==> src/rtl/tile_stage_sched.sv <==
module tile_stage_sched #(
  parameter int MAX_LAYERS = 16,
  parameter int MAX_TILES  = 16,
  localparam int LW = $clog2(MAX_LAYERS),
  localparam int TW = $clog2(MAX_TILES)
) (
  input  logic            clk,
  input  logic            rst_n,
  input  logic            run_start,
  input  logic [LW:0]     cfg_layers,
  input  logic [TW:0]     cfg_tiles,
  output logic [4:0]      stg_start,
  output logic [5*LW-1:0] stg_layer,
  output logic [5*TW-1:0] stg_tile,
  output logic [4:0]      stg_rd_slot,
  output logic [4:0]      stg_wr_slot,
  input  logic [4:0]      stg_done,
  output logic            busy,
  output logic            finished
);
  localparam int NS = 5;
  localparam int KW = $clog2(MAX_LAYERS * MAX_TILES + 1);

  logic          run_q, fin_q, launch;
  logic [LW:0]   nl_q;
  logic [TW:0]   nt_q;
  logic [NS-1:0] sbusy, exh, go, dq;
  logic [KW-1:0] idx [NS];
  logic [1:0]    occ [NS-1];

  assign launch    = run_start & ~run_q;
  assign dq        = stg_done & sbusy;
  assign stg_start = go;
  assign busy      = run_q;
  assign finished  = fin_q;

  always_ff @(posedge clk or negedge rst_n) begin
    if (!rst_n) begin
      run_q <= 1'b0;
      fin_q <= 1'b0;
      nl_q  <= '0;
      nt_q  <= '0;
    end else if (launch) begin
      run_q <= 1'b1;
      fin_q <= 1'b0;
      nl_q  <= cfg_layers;
      nt_q  <= cfg_tiles;
    end else if (run_q && dq[NS-1] && exh[NS-1]) begin
      run_q <= 1'b0;
      fin_q <= 1'b1;
    end
  end

  generate
    for (genvar s = 0; s < NS; s++) begin : g_stage
      logic          in_ok, out_ok, last_t, last_l;
      logic          busy_q, exh_q;
      logic [LW-1:0] lay_q;
      logic [TW-1:0] til_q;
      logic [KW-1:0] idx_q;

      if (s == 0) begin : g_head
        assign in_ok = 1'b1;
      end else begin : g_body_in
        assign in_ok = occ[s-1] != 2'd0;
      end
      if (s == NS-1) begin : g_tail
        assign out_ok = 1'b1;
      end else begin : g_body_out
        assign out_ok = occ[s] != 2'd2;
      end

      assign last_t = ({1'b0, til_q} + 1'b1) == nt_q;
      assign last_l = ({1'b0, lay_q} + 1'b1) == nl_q;
      assign go[s]  = run_q & ~busy_q & ~exh_q & in_ok & out_ok;

      assign sbusy[s] = busy_q;
      assign exh[s]   = exh_q;
      assign idx[s]   = idx_q;
      assign stg_layer[s*LW +: LW] = lay_q;
      assign stg_tile[s*TW +: TW]  = til_q;
      assign stg_rd_slot[s] = idx_q[0];
      assign stg_wr_slot[s] = idx_q[0];

      always_ff @(posedge clk or negedge rst_n) begin
        if (!rst_n) begin
          busy_q <= 1'b0;
          exh_q  <= 1'b0;
          lay_q  <= '0;
          til_q  <= '0;
          idx_q  <= '0;
        end else if (launch) begin
          busy_q <= 1'b0;
          exh_q  <= 1'b0;
          lay_q  <= '0;
          til_q  <= '0;
          idx_q  <= '0;
        end else if (go[s]) begin
          busy_q <= 1'b1;
          idx_q  <= idx_q + 1'b1;
          if (last_t) begin
            til_q <= '0;
            if (last_l) exh_q <= 1'b1;
            else        lay_q <= lay_q + 1'b1;
          end else begin
            til_q <= til_q + 1'b1;
          end
        end else if (dq[s]) begin
          busy_q <= 1'b0;
        end
      end

      p_one_item_r5: assert property (@(posedge clk) disable iff (!rst_n)
        go[s] |=> !go[s]);
    end

    for (genvar s = 0; s < NS-1; s++) begin : g_link
      logic [1:0] occ_q;
      assign occ[s] = occ_q;

      always_ff @(posedge clk or negedge rst_n) begin
        if (!rst_n)      occ_q <= 2'd0;
        else if (launch) occ_q <= 2'd0;
        else begin
          case ({dq[s], go[s+1]})
            2'b10:   occ_q <= occ_q + 2'd1;
            2'b01:   occ_q <= occ_q - 2'd1;
            default: occ_q <= occ_q;
          endcase
        end
      end

      p_slot_cap_r4: assert property (@(posedge clk) disable iff (!rst_n)
        occ_q <= 2'd2);
      p_behind_r3: assert property (@(posedge clk) disable iff (!rst_n)
        idx[s+1] <= idx[s]);
      p_skew_r4: assert property (@(posedge clk) disable iff (!rst_n)
        (idx[s] - idx[s+1]) <= KW'(3));
    end
  endgenerate

  p_finish_r8: assert property (@(posedge clk) disable iff (!rst_n)
    $rose(finished) |-> $past(stg_done[NS-1]) && !busy);
  p_ignore_start_r9: assert property (@(posedge clk) disable iff (!rst_n)
    run_q && run_start |=> $stable(nl_q) && $stable(nt_q));
endmodule

==> config.mk <==
export PLATFORM = sky130hd
export DESIGN_NAME = tile_stage_sched
export DESIGN_NICKNAME = d
export VERILOG_FILES = /design/src/rtl/tile_stage_sched.sv
export SDC_FILE = /design/constraint.sdc
export NUM_CORES = 1
export LEC_CHECK = 0
export ABC_CLOCK_PERIOD_IN_PS = 2550
export BUFFER_PORTS_ARGS = -buffer_cell sky130_fd_sc_hd__buf_4
export CAP_MARGIN = 0
export CORE_MARGIN = 1
export CORE_UTILIZATION = 57
export DETAILED_ROUTE_END_ITERATION = 12
export PLACE_DENSITY = 0.8
export SETUP_SLACK_MARGIN = 0.4
export SYNTH_ARGS = -nofsm -noshare
export SYNTH_HDL_FRONTEND = slang
export SYNTH_SLANG_ARGS = --single-unit
==> constraint.sdc <==
create_clock -name clk -period 2.55 [get_ports clk]
set_clock_uncertainty 0.15 [all_clocks]
set_input_delay 0.765 -clock clk [delete_from_list [all_inputs] [get_ports clk]]
set_output_delay 0.765 -clock clk [all_outputs]
set_load 0.005 [all_outputs]
== Word level (Yosys, flattened, before mapping) ==
Index checks and enable logic that the tools add are counted.

* Register bits after elaboration: 115
* Input bits: 18
* Word-level logic and storage cells: 257

* Add/subtract/negate cells: 33
* Equality and inequality tests: 27
* Muxes and demuxes: 92
* Bitwise logic cells: 31
* Reduce and logical (&&, ||, !) cells: 41

{| class="wikitable"
|+ Operators by type and width
! cell !! number
|-
| 4-bit two-way mux || 35
|-
| 9-bit two-way mux || 10
|-
| 4-bit by 1-bit adder with 5-bit output, second input constant || 10
|-
| 5-bit equality test || 10
|-
| 9-bit by 1-bit adder with 9-bit output, second input constant || 5
|-
| 4-bit by 1-bit adder with 4-bit output, second input constant || 10
|-
| 2-bit nonzero test || 20
|-
| 1-bit two-way mux || 39
|-
| 3-bit AND reduction || 10
|-
| 3-bit nonzero test || 9
|-
| 1-bit AND || 19
|-
| 2-bit != test, second input constant || 9
|-
| 2-bit one-hot mux with 2 select lines || 4
|-
| 1-bit NOT || 11
|-
| 2-bit by 1-bit adder with 2-bit output, second input constant || 4
|-
| 2-bit by 1-bit equality test with 1-bit output, second input constant || 4
|-
| 2-bit equality test, second input constant || 4
|-
| 2-bit two-way mux || 4
|-
| 2-bit by 1-bit subtractor with 2-bit output, second input constant || 4
|-
| 5-bit AND || 1
|-
| 1-bit logical AND || 2
|}

== Logic depth before layout (Yosys ltp) ==
* Depth in word-level cells: 8
* Depth in mapped cells: 8
* Depth with buffers taken out: 8

== Least setup slack after synthesis ==
OpenSTA, ideal clock, no wires.

* Path type: register to register
* Start point: register g_stage[4].til_q[0]
* End point: register g_stage[4].lay_q[3]
* Arrival time: 2.139 ns
* Required time: 2.322 ns
* Slack: 0.183 ns
* Cell stages (with the launch flop): 8
* Buffers on the path: 0
* Clock period less this slack: 2.367 ns
* Cell sequence: dfrtp_1 ha_1 xor2_1 a211o_1 a211oi_4 nand2_4 or4_1 a21oi_1

* Cells in the longest elaborated chain, start to end: 4

{| class="wikitable"
|+ Ends and longest elaborated chain
! what !! RTL line !! RTL
|-
| start: declaration || 59 || <nowiki>logic [TW-1:0] til_q;</nowiki>
|-
| start signal: assignment || 106 || <nowiki>til_q <= til_q + 1'b1;</nowiki>
|-
| 4-bit by 1-bit adder with 5-bit output || 73 || <nowiki>assign last_t = ({1'b0, til_q} + 1'b1) == nt_q;</nowiki>
|-
| 5-bit equality test || 73 ||
|-
| 2-bit nonzero test (no line) || -- ||
|-
| 3-bit AND reduction (no line) || -- ||
|-
| end signal: assignment || 104 || <nowiki>else lay_q <= lay_q + 1'b1;</nowiki>
|-
| end: declaration || 58 || <nowiki>logic [LW-1:0] lay_q;</nowiki>
|}

No other way between the ends.
A chain may end at the register's enable or synchronous reset.

== Worst setup path in the final report ==
* Start point: register g_link[1].occ_q[1]
* End point: output port stg_start[2]

* Cells in the longest elaborated chain, start to end: 3

{| class="wikitable"
|+ Ends and longest elaborated chain
! what !! RTL line !! RTL
|-
| start: declaration || 118 || <nowiki>logic [1:0] occ_q;</nowiki>
|-
| start signal: assignment || 126 || <nowiki>2'b10: occ_q <= occ_q + 2'd1;</nowiki>
|-
| start signal: assignment || 127 || <nowiki>2'b01: occ_q <= occ_q - 2'd1;</nowiki>
|-
| start signal: assignment || 128 || <nowiki>default: occ_q <= occ_q;</nowiki>
|-
| 2-bit nonzero test || 65 || <nowiki>assign in_ok = occ[s-1] != 2'd0;</nowiki>
|-
| 1-bit AND (2 in a row) || 75 || <nowiki>assign go[s] = run_q & ~busy_q & ~exh_q & in_ok & out_ok;</nowiki>
|-
| end: declaration || 12 || <nowiki>output logic [4:0] stg_start,</nowiki>
|}

No other way between the ends.

==> results list <==
- In the final timing run, aggregate negative setup slack is 0 ns.
- Arrival time at the worst endpoint: about 1.4 ns
- The later pin in the worst-skew pair is clocked with a latency of 0.37 ns.
* Iter 0 DRT Violations: approximately 360
* Startpoint type of the worst setup path: register
* Final-stage net count: 671
- For the pin with the worst max-slew slack, the measured transition is 0.513 ns.
* I/O pins: 75
* Synth area leaders: dfrtp_1 41%, xnor2_1 8.6%, nand2_1 6.1%
- Initial core utilization: 59.2%
- Synth area leader: dfrtp_1
- Number of global-route vias before repair: 4330
* Leading register cell type out of synthesis: dfrtp_1
* Root buffer selected by CTS: clkbuf_8
- Total congestion overflow after global routing: 0
* Post-placement cell count: 671
- Fin crit share: 90.1%
* Data required time of the worst path: between 1.5 and 2 ns
- Summed over its instances, the top area cell type makes up 41.0% of the synthesized netlist area.
- Die Footprint: approximately 8400 um2
- The post-route netlist has 38.4% of its cells at a drive strength greater than 1.
- Registers take approximately 1900 um2.
* Core Util, Final: slightly above 80%
* Post-route total power: 9.14 mW
- Design Area, Final: around 6400 um2
- The share of total power dissipated in combinational logic is between 60% and 70%.
- The number of hold buffers added after CTS was 0.
* Post-DP Area: 5280 um2
- Share of async-settable or async-resettable flops after synthesis: 100%
* Clock-pin transition on the worst setup and hold timing paths: 0.08 ns
- For this run, the top clock speed supported by timing is between 0.4 and 0.5 GHz.
- For this design the total switching power over the nets is 4.12 mW.
- Routed vias/inst: 6.02
* Reg2Reg Setup Slack: 0.27 ns
- Net count of the mapped netlist: 539
- Final critical path time including I/O delays and setup: 2.30 ns
* Maximum vdd drop: between 1 and 1.5 mV
* Detailed Routing Iterations Pass 1: 5
- Yosys reg bits: 75
- After legalization and detailed placement, the total HPWL measured between 7000 and 8000 um.
- The final-report max-slew violation count is 0.
- Across every metal layer, demand over resource in global routing totals 31.7%.
- STA classifies the critical path endpoint as an output port.
- Total area of multi-input combinational cells: around 3000 um2
- The floorplan step set the die width to 91.6 um.
- In this run the power density over the cells is 1430 nW/um2.
- The worst hold path belongs to the class in2async.
- Setup repair after global routing could not meet its margin everywhere.
- The H-tree was split into 3 levels.
- Clock buffers created by TritonCTS: 9
* Routed wire length: 14000 um
- Static leakage: roughly 2.9 nW
- Warnings from Yosys: 0
- Clock tree from TritonCTS: yes
- Final std cells w/o fill: 750
* Maximum number of pins on one net before global-route repair: 26
- The first global-routing pass estimated 20800 um of wire.
* Design internal power: 5.02 mW
- In this run the core area contains 32 standard-cell rows.
- Y dimension of the die: 91.6 um
- The repair_antennas step left the layout with diodes totalling 0.
- In the final routed layout, each cell accounts on average for 18.7 um.
- The routed layout has about 4.5k vias.
* Outcome: completed
* Cell variety after synth: 60
- Of the total power, the share spent switching nets is 45.0%.
* Seq pwr share: 27.5%
- Prior to clock tree synthesis, the placed netlist has a worst setup slack of between 0.1 and 0.15 ns.
- Final weighted congestion in routability-driven placement: between 0.8 and 0.9
* Syn Area/Cell: 8.95 um2
* Maximum fanout encountered on the critical timing path: 3
* Clock group share of total power: 10.4%
- The worst setup path is of the reg2out kind.
- Compared with the post-synthesis result, the final layout area differs by 39.6%.
- Number of antenna-violating nets in the routed design: 0
- The count of buffers added on input and output ports is 74.
* Deepest clock path buffer count: 2
* Final count of negative-setup-slack endpoints: 0
* Part of the Yosys area used for sequential elements: about two fifths
- The initial antenna violation count was 0.
- The core region is 7730 um2.
- EDFF count, synth: 0
* Synthesized area: 4570 um2
- Number of failing hold endpoints at the final stage: 0
- Depth of the most critical reg-to-reg path: 7
- Setup slack on the critical path of the routed design comes to 0.254 ns.
* Post-synthesis cell count: 511
- Count of clock tree sinks: 75
* DRC: 0
* Worst hold slack after final layout: roughly 0.13 ns
* Filler cells: 424
* Number of violations of the max-capacitance limit: 0
- Slew headroom: 65.7%
[final cells by class]
type,instances,share of cell area (%)
tap,102,2.00
clock inverter,5,0.823
inverter,10,0.588
clock buffer,11,2.21
sequential,75,29.7
multi-input combinational,398,46.4
timing repair buffer,149,18.2
[layout by cell type, fill, tap and decap left out, drive strengths merged, types with 3 or more instances in the layout]
master | Yosys | layout
nor3b | 5 | 5
inv | 10 | 10
nand4 | 5 | 5
nand2 | 75 | 75
nand2b | 15 | 15
nor2b | 9 | 9
ha | 10 | 10
dfrtp | 75 | 75
nor3 | 7 | 7
o31ai | 5 | 5
and3b | 4 | 4
nor2 | 46 | 46
a21boi | 3 | 3
a211o | 5 | 5
o211ai | 4 | 4
nand3b | 5 | 5
clkinv | 0 | 3
o2111ai | 4 | 4
clkbuf | 17 | 11
a21o | 4 | 4
a31oi | 4 | 4
buf | 11 | 149
a311oi | 5 | 5
xnor2 | 45 | 45
nand3 | 26 | 26
o21ai | 32 | 32
or4 | 5 | 5
a21oi | 19 | 19
xor2 | 23 | 23
[final timing paths]
kind                                           from             endpoint
min in group clk                   g_stage[3].exh_q     g_stage[3].exh_q
worst min-delay path                          rst_n  g_stage[0].lay_q[0]
max in group asynchronous                     rst_n  g_stage[3].lay_q[1]
worst max register to register  g_stage[4].til_q[0]  g_stage[4].lay_q[2]
worst max-delay path             g_link[1].occ_q[1]         stg_start[2]
worst min register to register     g_stage[3].exh_q     g_stage[3].exh_q
[cell usage after synthesis (6+ instances only)]
cell      instances
a21oi_1          19
clkbuf_1         17
buf_4             7
xor2_1           23
xnor2_1          45
nor2_1           46
nand2b_1         15
o21ai_0          28
nor3_1            6
nor2b_1           9
nand3_1          26
dfrtp_1          75
nand2_1          74
ha_1             10
inv_1             9
[power groups by stage]
| stage | clock network [mW] | logic (mW) | registers [mW] |
|---|---|---|---|
| after detailed placement | 0 | 3.95 | 2.48 |
| after global routing | 1.00 | 6.12 | 2.57 |
| after global placement | 0 | 3.79 | 2.43 |
| after floorplan | 0 | 2.96 | 2.14 |
| final | 0.951 | 5.68 | 2.51 |
| after CTS | 0.940 | 4.85 | 2.41 |
[routing by layer]
metal	global-route usage, %	vias up	routed length [um]
li1	-	2031	-
met1	39.1	2223	5470
met2	53.8	216	7230
met3	5.70	44	952
met4	14.4	0	390
met5	0	-	0
[worst max-delay path: stages, from the launching register on]
cell	delay (ns)
dfrtp_1	0.48
o2111ai_2	0.32
inv_2	0.08
buf_4	0.14
[registers in the layout, summed over array words and instances (netlist names)]
name            flops
g_stage.idx_q       5
g_stage.busy_q      5
finished            1
busy                1
g_link.occ_q        8
g_stage.exh_q       5
nt_q                5
g_stage.lay_q      20
g_stage.til_q      20
nl_q                5
[logic make-up after synthesis]
group,Yosys count,synth area share [%]
fa+ha+maj,11,2.95
buf+inv,38,3.80
flops,75,41.0
mux,2,0.465
compound gates,101,15.4
xor+xnor,68,13.0
simple gates,216,23.3
[timing repair]
| action | CTS | global route |
|---|---|---|
| buffers inserted | 36 | 26 |
| gates cloned | 0 | 1 |
| setup endpoints to repair | 32 | 35 |
| gates resized for setup | 48 | 52 |
| pin swaps | 25 | 38 |
No activity file was read; power rests on OpenSTA's default activity.
